[src/rtl/tdc_out_pkg.sv]
package tdc_out_pkg;

  localparam int CODE_W = 4;

  typedef enum logic [1:0] {
    ACT_LINEAR  = 2'd0,
    ACT_RELU    = 2'd1,
    ACT_TANH    = 2'd2,
    ACT_SIGMOID = 2'd3
  } act_mode_e;

  // round(7*tanh(v/4)), v in -8..7, signed result
  function automatic logic signed [CODE_W-1:0] tanh_map(input logic [CODE_W-1:0] v);
    case (v)
      4'h8, 4'h9: tanh_map = -4'sd7;
      4'hA, 4'hB: tanh_map = -4'sd6;
      4'hC:       tanh_map = -4'sd5;
      4'hD:       tanh_map = -4'sd4;
      4'hE:       tanh_map = -4'sd3;
      4'hF:       tanh_map = -4'sd2;
      4'h0:       tanh_map = 4'sd0;
      4'h1:       tanh_map = 4'sd2;
      4'h2:       tanh_map = 4'sd3;
      4'h3:       tanh_map = 4'sd4;
      4'h4:       tanh_map = 4'sd5;
      4'h5, 4'h6: tanh_map = 4'sd6;
      default:    tanh_map = 4'sd7;
    endcase
  endfunction

  // round(15/(1+exp(-v/2))), v in -8..7, unsigned result
  function automatic logic [CODE_W-1:0] sigmoid_map(input logic [CODE_W-1:0] v);
    case (v)
      4'h8, 4'h9: sigmoid_map = 4'd0;
      4'hA, 4'hB: sigmoid_map = 4'd1;
      4'hC:       sigmoid_map = 4'd2;
      4'hD:       sigmoid_map = 4'd3;
      4'hE:       sigmoid_map = 4'd4;
      4'hF:       sigmoid_map = 4'd6;
      4'h0:       sigmoid_map = 4'd8;
      4'h1:       sigmoid_map = 4'd9;
      4'h2:       sigmoid_map = 4'd11;
      4'h3:       sigmoid_map = 4'd12;
      4'h4:       sigmoid_map = 4'd13;
      4'h5, 4'h6: sigmoid_map = 4'd14;
      default:    sigmoid_map = 4'd15;
    endcase
  endfunction

  function automatic logic [CODE_W-1:0] apply_act(input act_mode_e mode,
                                                 input logic signed [CODE_W-1:0] v);
    case (mode)
      ACT_LINEAR:  apply_act = v;
      ACT_RELU:    apply_act = v[CODE_W-1] ? '0 : v;
      ACT_TANH:    apply_act = tanh_map(v);
      default:     apply_act = sigmoid_map(v);
    endcase
  endfunction

endpackage

[src/rtl/tdc_pair_decode.sv]
module tdc_pair_decode (
  input  logic pos_in,
  input  logic neg_in,
  output logic step_up,
  output logic step_down
);
  // differential combine: only a lone half moves the count
  assign step_up   = pos_in & ~neg_in;
  assign step_down = neg_in & ~pos_in;
endmodule

[src/rtl/tdc_accum.sv]
module tdc_accum #(
  parameter int ACC_W = 6
) (
  input  logic                    clk,
  input  logic                    rst_n,
  input  logic                    clear,
  input  logic                    restart,
  input  logic                    step_up,
  input  logic                    step_down,
  output logic signed [ACC_W-1:0] acc
);
  localparam logic signed [ACC_W-1:0] ACC_MAX = {1'b0, {(ACC_W-1){1'b1}}};
  localparam logic signed [ACC_W-1:0] ACC_MIN = {1'b1, {(ACC_W-1){1'b0}}};

  logic signed [ACC_W-1:0] base_val;
  logic signed [ACC_W-1:0] acc_nxt;
  logic                    at_max;
  logic                    at_min;

  always_comb begin
    base_val = restart ? '0 : acc;
    at_max   = (base_val == ACC_MAX);
    at_min   = (base_val == ACC_MIN);
    acc_nxt  = base_val;
    if (step_up && !at_max)        acc_nxt = base_val + 1'b1;
    else if (step_down && !at_min) acc_nxt = base_val - 1'b1;
  end

  always_ff @(posedge clk) begin
    if (!rst_n)     acc <= '0;
    else if (clear) acc <= '0;
    else            acc <= acc_nxt;
  end

  assert_clear_zero_R5: assert property (@(posedge clk) disable iff (!rst_n)
    clear |=> acc == '0);

  assert_step_up_R2: assert property (@(posedge clk) disable iff (!rst_n)
    (!clear && !restart && step_up && acc != ACC_MAX) |=> acc == ACC_W'($past(acc) + 1));

  assert_step_down_R2: assert property (@(posedge clk) disable iff (!rst_n)
    (!clear && !restart && step_down && acc != ACC_MIN) |=> acc == ACC_W'($past(acc) - 1));

  assert_hold_idle_R4: assert property (@(posedge clk) disable iff (!rst_n)
    (!clear && !restart && !step_up && !step_down) |=> $stable(acc));

  assert_restart_zero_R4: assert property (@(posedge clk) disable iff (!rst_n)
    (!clear && restart && !step_up && !step_down) |=> acc == '0);

  assert_no_wrap_high_R3: assert property (@(posedge clk) disable iff (!rst_n)
    (!clear && !restart && acc == ACC_MAX && !step_down) |=> acc == ACC_MAX);

  assert_no_wrap_low_R3: assert property (@(posedge clk) disable iff (!rst_n)
    (!clear && !restart && acc == ACC_MIN && !step_up) |=> acc == ACC_MIN);
endmodule

[src/rtl/tdc_post.sv]
module tdc_post
  import tdc_out_pkg::*;
#(
  parameter int ACC_W = 6,
  parameter int SH_W  = 2
) (
  input  logic                    clk,
  input  logic                    rst_n,
  input  logic signed [ACC_W-1:0] acc,
  input  logic [SH_W-1:0]         shift_amt,
  input  act_mode_e               mode,
  output logic [CODE_W-1:0]       code
);
  localparam int OMAX = (1 << (CODE_W-1)) - 1;
  localparam int OMIN = -(1 << (CODE_W-1));

  logic signed [ACC_W-1:0]  shifted;
  logic signed [CODE_W-1:0] clamped;

  always_comb begin
    shifted = acc >>> shift_amt;
    if (int'(shifted) > OMAX)      clamped = CODE_W'(OMAX);
    else if (int'(shifted) < OMIN) clamped = CODE_W'(OMIN);
    else                           clamped = shifted[CODE_W-1:0];
    code = apply_act(mode, clamped);
  end

  assert_linear_sign_R7: assert property (@(posedge clk) disable iff (!rst_n)
    (mode == ACT_LINEAR) |-> (code[CODE_W-1] == acc[ACC_W-1]));

  assert_relu_neg_zero_R8: assert property (@(posedge clk) disable iff (!rst_n)
    (mode == ACT_RELU && acc[ACC_W-1]) |-> code == '0);
endmodule

[src/rtl/tdc_out_unit.sv]
module tdc_out_unit
  import tdc_out_pkg::*;
#(
  parameter int NUM_OUT = 4,
  parameter int ACC_W   = 6,
  parameter int SH_W    = 2
) (
  input  logic                      clk,
  input  logic                      rst_n,
  input  logic                      clear,
  input  logic                      win_start,
  input  logic                      accumulate,
  input  logic [NUM_OUT-1:0]        pos_pulse,
  input  logic [NUM_OUT-1:0]        neg_pulse,
  input  logic [SH_W-1:0]           shift_sel,
  input  logic [1:0]                act_sel,
  output logic [NUM_OUT*CODE_W-1:0] out_data
);
  logic      restart;
  act_mode_e mode;

  assign restart = win_start & ~accumulate;
  assign mode    = act_mode_e'(act_sel);

  for (genvar i = 0; i < NUM_OUT; i++) begin : g_lane
    logic                    up, down;
    logic signed [ACC_W-1:0] acc;
    logic [CODE_W-1:0]       code;

    tdc_pair_decode u_dec (
      .pos_in   (pos_pulse[i]),
      .neg_in   (neg_pulse[i]),
      .step_up  (up),
      .step_down(down)
    );

    tdc_accum #(.ACC_W(ACC_W)) u_acc (
      .clk      (clk),
      .rst_n    (rst_n),
      .clear    (clear),
      .restart  (restart),
      .step_up  (up),
      .step_down(down),
      .acc      (acc)
    );

    tdc_post #(.ACC_W(ACC_W), .SH_W(SH_W)) u_post (
      .clk      (clk),
      .rst_n    (rst_n),
      .acc      (acc),
      .shift_amt(shift_sel),
      .mode     (mode),
      .code     (code)
    );

    assign out_data[i*CODE_W +: CODE_W] = code;
  end
endmodule

[config.mk]
export PLATFORM = sky130hd
export DESIGN_NAME = tdc_out_unit
export DESIGN_NICKNAME = d
export VERILOG_FILES = /design/src/rtl/tdc_out_pkg.sv /design/src/rtl/tdc_pair_decode.sv /design/src/rtl/tdc_accum.sv /design/src/rtl/tdc_post.sv /design/src/rtl/tdc_out_unit.sv
export SDC_FILE = /design/constraint.sdc
export NUM_CORES = 1
export LEC_CHECK = 0
export CORE_AREA = 2 2 100 102
export CTS_CLUSTER_DIAMETER = 100
export CTS_CLUSTER_SIZE = 25
export DETAILED_ROUTE_END_ITERATION = 10
export DIE_AREA = 0 0 102 104
export PLACE_DENSITY_LB_ADDON = 0.2
export SYNTH_ARGS = -nofsm -noshare
export SYNTH_HDL_FRONTEND = slang
export SYNTH_SLANG_ARGS = --single-unit
[constraint.sdc]
create_clock -name clk -period 6.61 [get_ports clk]
set_clock_uncertainty 0.2 [all_clocks]
set_input_delay 1.322 -clock clk [delete_from_list [all_inputs] [get_ports clk]]
set_output_delay 1.322 -clock clk [all_outputs]
set_load 0.02 [all_outputs]
## After elaboration in Yosys (flattened, before gate mapping)

Memories as Yosys holds them, arrays and structs flattened.
Cells that the tools add are included.

- Bits in registers: 24
- Memory bits (read-only): 512
- Bits of input ports: 17
- Word-level logic and storage cells: 107
- Memories kept: 8

- Add/subtract/negate cells: 8
- $lt $le $gt $ge: 8
- Equality and inequality tests: 10
- Shifts and indexed selects: 4
- Mux-type cells: 28
- Bitwise logic cells: 19
- Reductions and logical operators: 18

Memory list:

| memory | depth | width | read ports | clocked after Yosys merged registers in | write ports | line | source |
|---|---|---|---|---|---|---|---|
| (no name shown) | 16 | 4 | 1 | 0 | 0 | tdc_out_pkg.sv:14 | `case (v)` |
| (no name shown) | 16 | 4 | 1 | 0 | 0 | tdc_out_pkg.sv:33 | `case (v)` |
| (no name shown) | 16 | 4 | 1 | 0 | 0 | tdc_out_pkg.sv:14 |  |
| (no name shown) | 16 | 4 | 1 | 0 | 0 | tdc_out_pkg.sv:33 |  |
| (no name shown) | 16 | 4 | 1 | 0 | 0 | tdc_out_pkg.sv:14 |  |
| (no name shown) | 16 | 4 | 1 | 0 | 0 | tdc_out_pkg.sv:33 |  |
| +2 memories | - | - | - | - | - | - |  |

Operators with widths:

| kind | count |
|---|---|
| $mux W6 | 12 |
| $eq A6 B6 Y1 const B | 8 |
| $pmux W4 S3 | 4 |
| $mux W4 | 8 |
| $add A6 B1 Y6 const B | 4 |
| $gt A6 B4 Y1 const B | 4 |
| $lt A6 B4 Y1 const B | 4 |
| $sshr A6 B2 Y6 | 4 |
| $sub A6 B1 Y6 const B | 4 |
| $mux W3 | 4 |
| $not A1 Y1 | 10 |
| $and A1 B1 Y1 | 9 |
| $logic_and A1 B1 Y1 | 8 |
| $logic_not A1 Y1 | 8 |
| $eq A2 B1 Y1 const B | 1 |
| $eq A2 B2 Y1 const B | 1 |
| $logic_not A2 Y1 | 1 |
| $reduce_or A2 Y1 | 1 |

## Longest topological paths before layout

- Word-level depth: 8
- Gate-level depth with buffers: 13
- Depth with buffers taken out: 10

## By module

From an unflattened synthesis, not the netlist that was laid out.

- Cell total of the unflattened synthesis: 552
- Area, all modules: 4401.7 sq um

Modules (own cells, without submodules):

| module | times used | cells each | area an instance (sq um) |
|---|---|---|---|
| tdc_accum | 4 | 61 | 496.7 |
| tdc_post (g_lane[1].u_post ...) | 3 | 76 | 606.8 |
| tdc_post (g_lane[0].u_post) | 1 | 71 | 520.5 |
| tdc_pair_decode | 4 | 2 | 15.0 |
| tdc_out_unit | 1 | 1 | 13.8 |

## Worst setup path after synthesis

OpenSTA, ideal clock, no wires.

- Path kind: input to output
- Start point: in shift_sel[0]
- End point: out out_data[4]
- Arrival time: 3.975 ns
- Setup slack: 1.113 ns
- Stages on the path: 10
- Buffers on the path: 3
- Cell sequence: buf_2 buf_2 buf_2 nor3_1 o311a_1 a211oi_1 ha_1 nor3_1 nor4_1 nor4_1

- Word-level cells in the longest chain between the ends: 6
- Elaborated cells on any way between the ends: 9
- Classes of those cells: order compare (2); shift (1); mux (4); memory (2)

RTL lines:

| item | line | source |
|---|---|---|
| start, declared | tdc_out_unit.sv:15 | `input logic [SH_W-1:0] shift_sel,` |
| $sshr A6 B2 Y6 (*) | tdc_post.sv:21 | `shifted = acc >>> shift_amt;` |
| $lt A6 B4 Y1 | tdc_post.sv:23 | `else if (int'(shifted) < OMIN) clamped = CODE_W'(OMIN);` |
| $mux W4 | tdc_post.sv:23 |  |
| $mux W4 (*) | tdc_post.sv:22 | `if (int'(shifted) > OMAX) clamped = CODE_W'(OMAX);` |
| $mem_v2 Z16 W4, or another cell as far along | - |  |
| $pmux W4 S3 (*) | tdc_out_pkg.sv:52 | `case (mode)` |
| end, declared | tdc_out_unit.sv:17 | `output logic [NUM_OUT*CODE_W-1:0] out_data` |

Every way passes the cells marked *; elsewhere a longest branch is shown, timed or not.

## Worst setup path after layout

- Start point: in shift_sel[1]
- End point: out out_data[0]

Same word-level chain as after synthesis.

==> summary.md <==
| Metric | Value |
|---|---|
| Mean Syn Cell Area | 7.06 µm² |
| Core area | 0.00955 mm² |
| Post-DRT Antenna Nets | 0 |
| Syn-to-layout area delta | 11.6% |
| I/O Buffers | 32 |
| DRC | 0 |
| H-Tree Depth | 1 |
| Max Buffers Root-to-Sink | 2 |
| Grt total ovfl | 0 |
| Site Rows | 36 |
| Post-CTS setup buffer count | 0 |
| Regs by FF count | g_lane.u_acc.acc: 24 flops |
| Die H | 104 µm |
| Critical Path AT | 4660 ps |
| DR WL/cell | 13.9 µm |
| Reg-to-reg slack, setup | 3810 ps |
| Hold Path Sink | g_lane[3].u_acc.acc[0]$_SDFF_PP0_ |
| MaxCap Viol Count | 0 |
| HP Start | g_lane[3].u_acc.acc[0]$_SDFF_PP0_ |
| Setup TNS Final | 0 ps |
| Post-synth ARST share | 0 |
| CTS Hold Bufs | 0 |
| Biggest register | g_lane.u_acc.acc |
| Starting density of the core | 0.391 |
| Clock sinks | 24 |
| Max FFs per register | 24 |
| Clk root buf | clkbuf_8 |
| Drt via density | 5.63 |
| Placer's final routability congestion estimate | 0.871 |
| Hold depth | 3 |
| Ys Warns | 0 |
| Mapped Nets | 578 |
| Crit end category | output port |
| Final worst-path cycle share | 0.936 |
| First-pass DRT Iterations | 4 |
| Total number of vias | 3747 |
| Final setup fails | 0 |
| Main synth FF type | dfxtp_1 |
| Req. time, crit path | 5090 ps |
| Worst-Margin Slew | 973 ps |
| Vias in the first global route | 3436 |
| Area of the die | 0.0106 mm² |
| Clk pin slew, worst setup/hold paths | 80 ps |
| Die X | 102 µm |
| Layout Utilization | 0.436 |
| R2r endpoint | g_lane[1].u_acc.acc[5]$_SDFF_PP0_ |
| RSZ-0062 raised after global routing | false |
| Worst skew pair latency | 270 ps |
| CTS tree | yes |
| Hold slack | 498 ps |
| Top cell type's share of synthesized area | 0.129 |
| DPL Wire Length | 6810 µm |
| Count of flip-flops with a built-in enable after synthesis | 0 |
| Gr usage total | 0.174 |
| Pwr Total | 501 µW |
| Total Nets Final | 583 |
| Max-slew violations | 0 |
| # IOs | 33 |
| CP Class | primary input to output port |
| Antenna violations before repair | 0 |
| Max IR drop VDD | 0.0000580 V |
| Setup WS pre-CTS | 437 ps |
| Ranking of synthesized cells by area | dfxtp_1 13%, ha_1 11%, nor2_1 5.7%, o21ai_0 5.1%, nand2_1 4.4% |
| Outcome | finished clean |
| First-pass GRT wire length | 16000 µm |
| Crit path launch | shift_sel[1] |
| Final Hold Viols | 0 |
| Crit start category | primary input |
| HP Class | register to register |
| Beginning of the worst register-to-register path | g_lane[1].u_acc.acc[1]$_SDFF_PP0_ |
| Share of cells above drive strength 1 | 0.0602 |
| Final min period | 6190 ps |
| Total CTS buffers | 3 |
| Worst-path maximum fanout | 18 |
| Fmax achieved | 162 MHz |
| Largest net degree at the start of global routing | 48 |
| Mapped cell area | 0.00373 mm² |
| Seq/Total Area, Yosys | 0.129 |
| Resize count post-CTS | 0 |
| 1st-iter DRT viols | 109 |
| Routed WL | 9270 µm |
| Yosys reg bits | 24 |
| Cell variety after synth | 75 |
| Rel. slew slack | 0.351 |
| Worst-case reg-to-reg path depth | 8 |
| Power Density | 120 mW/mm² |
| Setup slack after layout | 423 ps |
| Synthesized netlist cell count | 529 |
| Largest area contributor in the netlist | dfxtp_1 |
| ANT cells | 0 |
| Leak pwr | 1.57 nW |
kinds of logic after synthesis:
| logic type | share of synthesized area |
|---|---|
| AO/OA/AOI/OAI | 0.304 |
| XOR/XNOR | 0.0399 |
| adder cells (fa/ha/maj) | 0.107 |
| buffers and inverters | 0.0861 |
| flip-flops | 0.129 |
| multiplexers | 0.0737 |
| AND/OR/NAND/NOR | 0.261 |
power breakdown:
part           leakage, nW  internal, mW  switching [mW]
logic                 1.36         0.113           0.132
registers            0.195         0.151          0.0176
clock network       0.0216        0.0408          0.0466
cell usage in the layout, fill, tap and decap left out, drive strengths merged, types with 4 or more instances in the layout:
cell type / count
nor2: 57
nand2: 44
o21ai: 38
ha: 32
clkdlybuf4s50: 32
inv: 32
a21oi: 31
dfxtp: 24
a211oi: 16
mux2i: 14
nand2b: 14
xnor2: 13
nor3: 13
nor2b: 12
buf: 12
o31ai: 8
a31oi: 7
or3: 7
a22oi: 6
a311oi: 6
mux2: 6
and2: 6
nor4: 5
nand3: 5
a32oi: 4
o21a: 4
nor4b: 4
a41oi: 4
and4: 4
xor2: 4
a21boi: 4
a221oi: 4
worst max-delay path, cell delays in order:
cell and delay (ps):
clkdlybuf4s50_1 710, or3b_1 510, a21oi_1 160, a2111o_1 240, inv_1 110, ha_1 370
nor4_1 300, a211oi_1 80, o21ai_0 100, o211a_1 160, clkdlybuf4s50_1 590
through the flow:
step | instance area (µm²) | cells
floorplan | 3730 | 529
global placement | 4130 | 662
detailed placement | 4130 | 662
CTS | 4170 | 665
global route | 4170 | 665
finish | 4170 | 665
cell usage after synthesis, types with 5 or more instances:
cell type	n
o31ai_1	8
nor4_1	5
nor3_1	12
inv_1	30
nor2_1	57
o21ai_0	38
nor2b_1	12
or3_1	6
a31oi_1	7
a22oi_1	6
nand3_1	5
buf_2	8
xnor2_1	13
ha_1	32
a311oi_1	6
a211oi_1	16
mux2i_1	14
dfxtp_1	24
mux2_2	5
a21oi_1	31
clkbuf_1	30
nand2b_1	14
nand2_1	44
and2_1	5
layout make-up:
class	count	area (µm²)
timing repair buffer	44	423
inverter	33	124
tap	133	166
multi-input combinational	428	2930
clock buffer	3	41.3
sequential	24	480
fill	1009	5380
worst max path at each step:
| stage | endpoint | slack [ps] |
|---|---|---|
| 4_1_cts | out_data[0] | 430 |
| 6_report | out_data[0] | 420 |
| 5_1_grt | out_data[4] | 130 |
| 3_3_place_gp | out_data[12] | 500 |
| 2_1_floorplan | out_data[4] | 1110 |
| 3_5_place_dp | out_data[12] | 440 |
metal layers:
layer  up-vias  wire length [µm]  GRT usage
met1      1737              4710      0.259
met3         8               289     0.0155
met2        73              4190      0.270
li1       1929                 -          -
met4         0                73     0.0400
met5         -                 0          0
(Power assumes the default switching activity.)
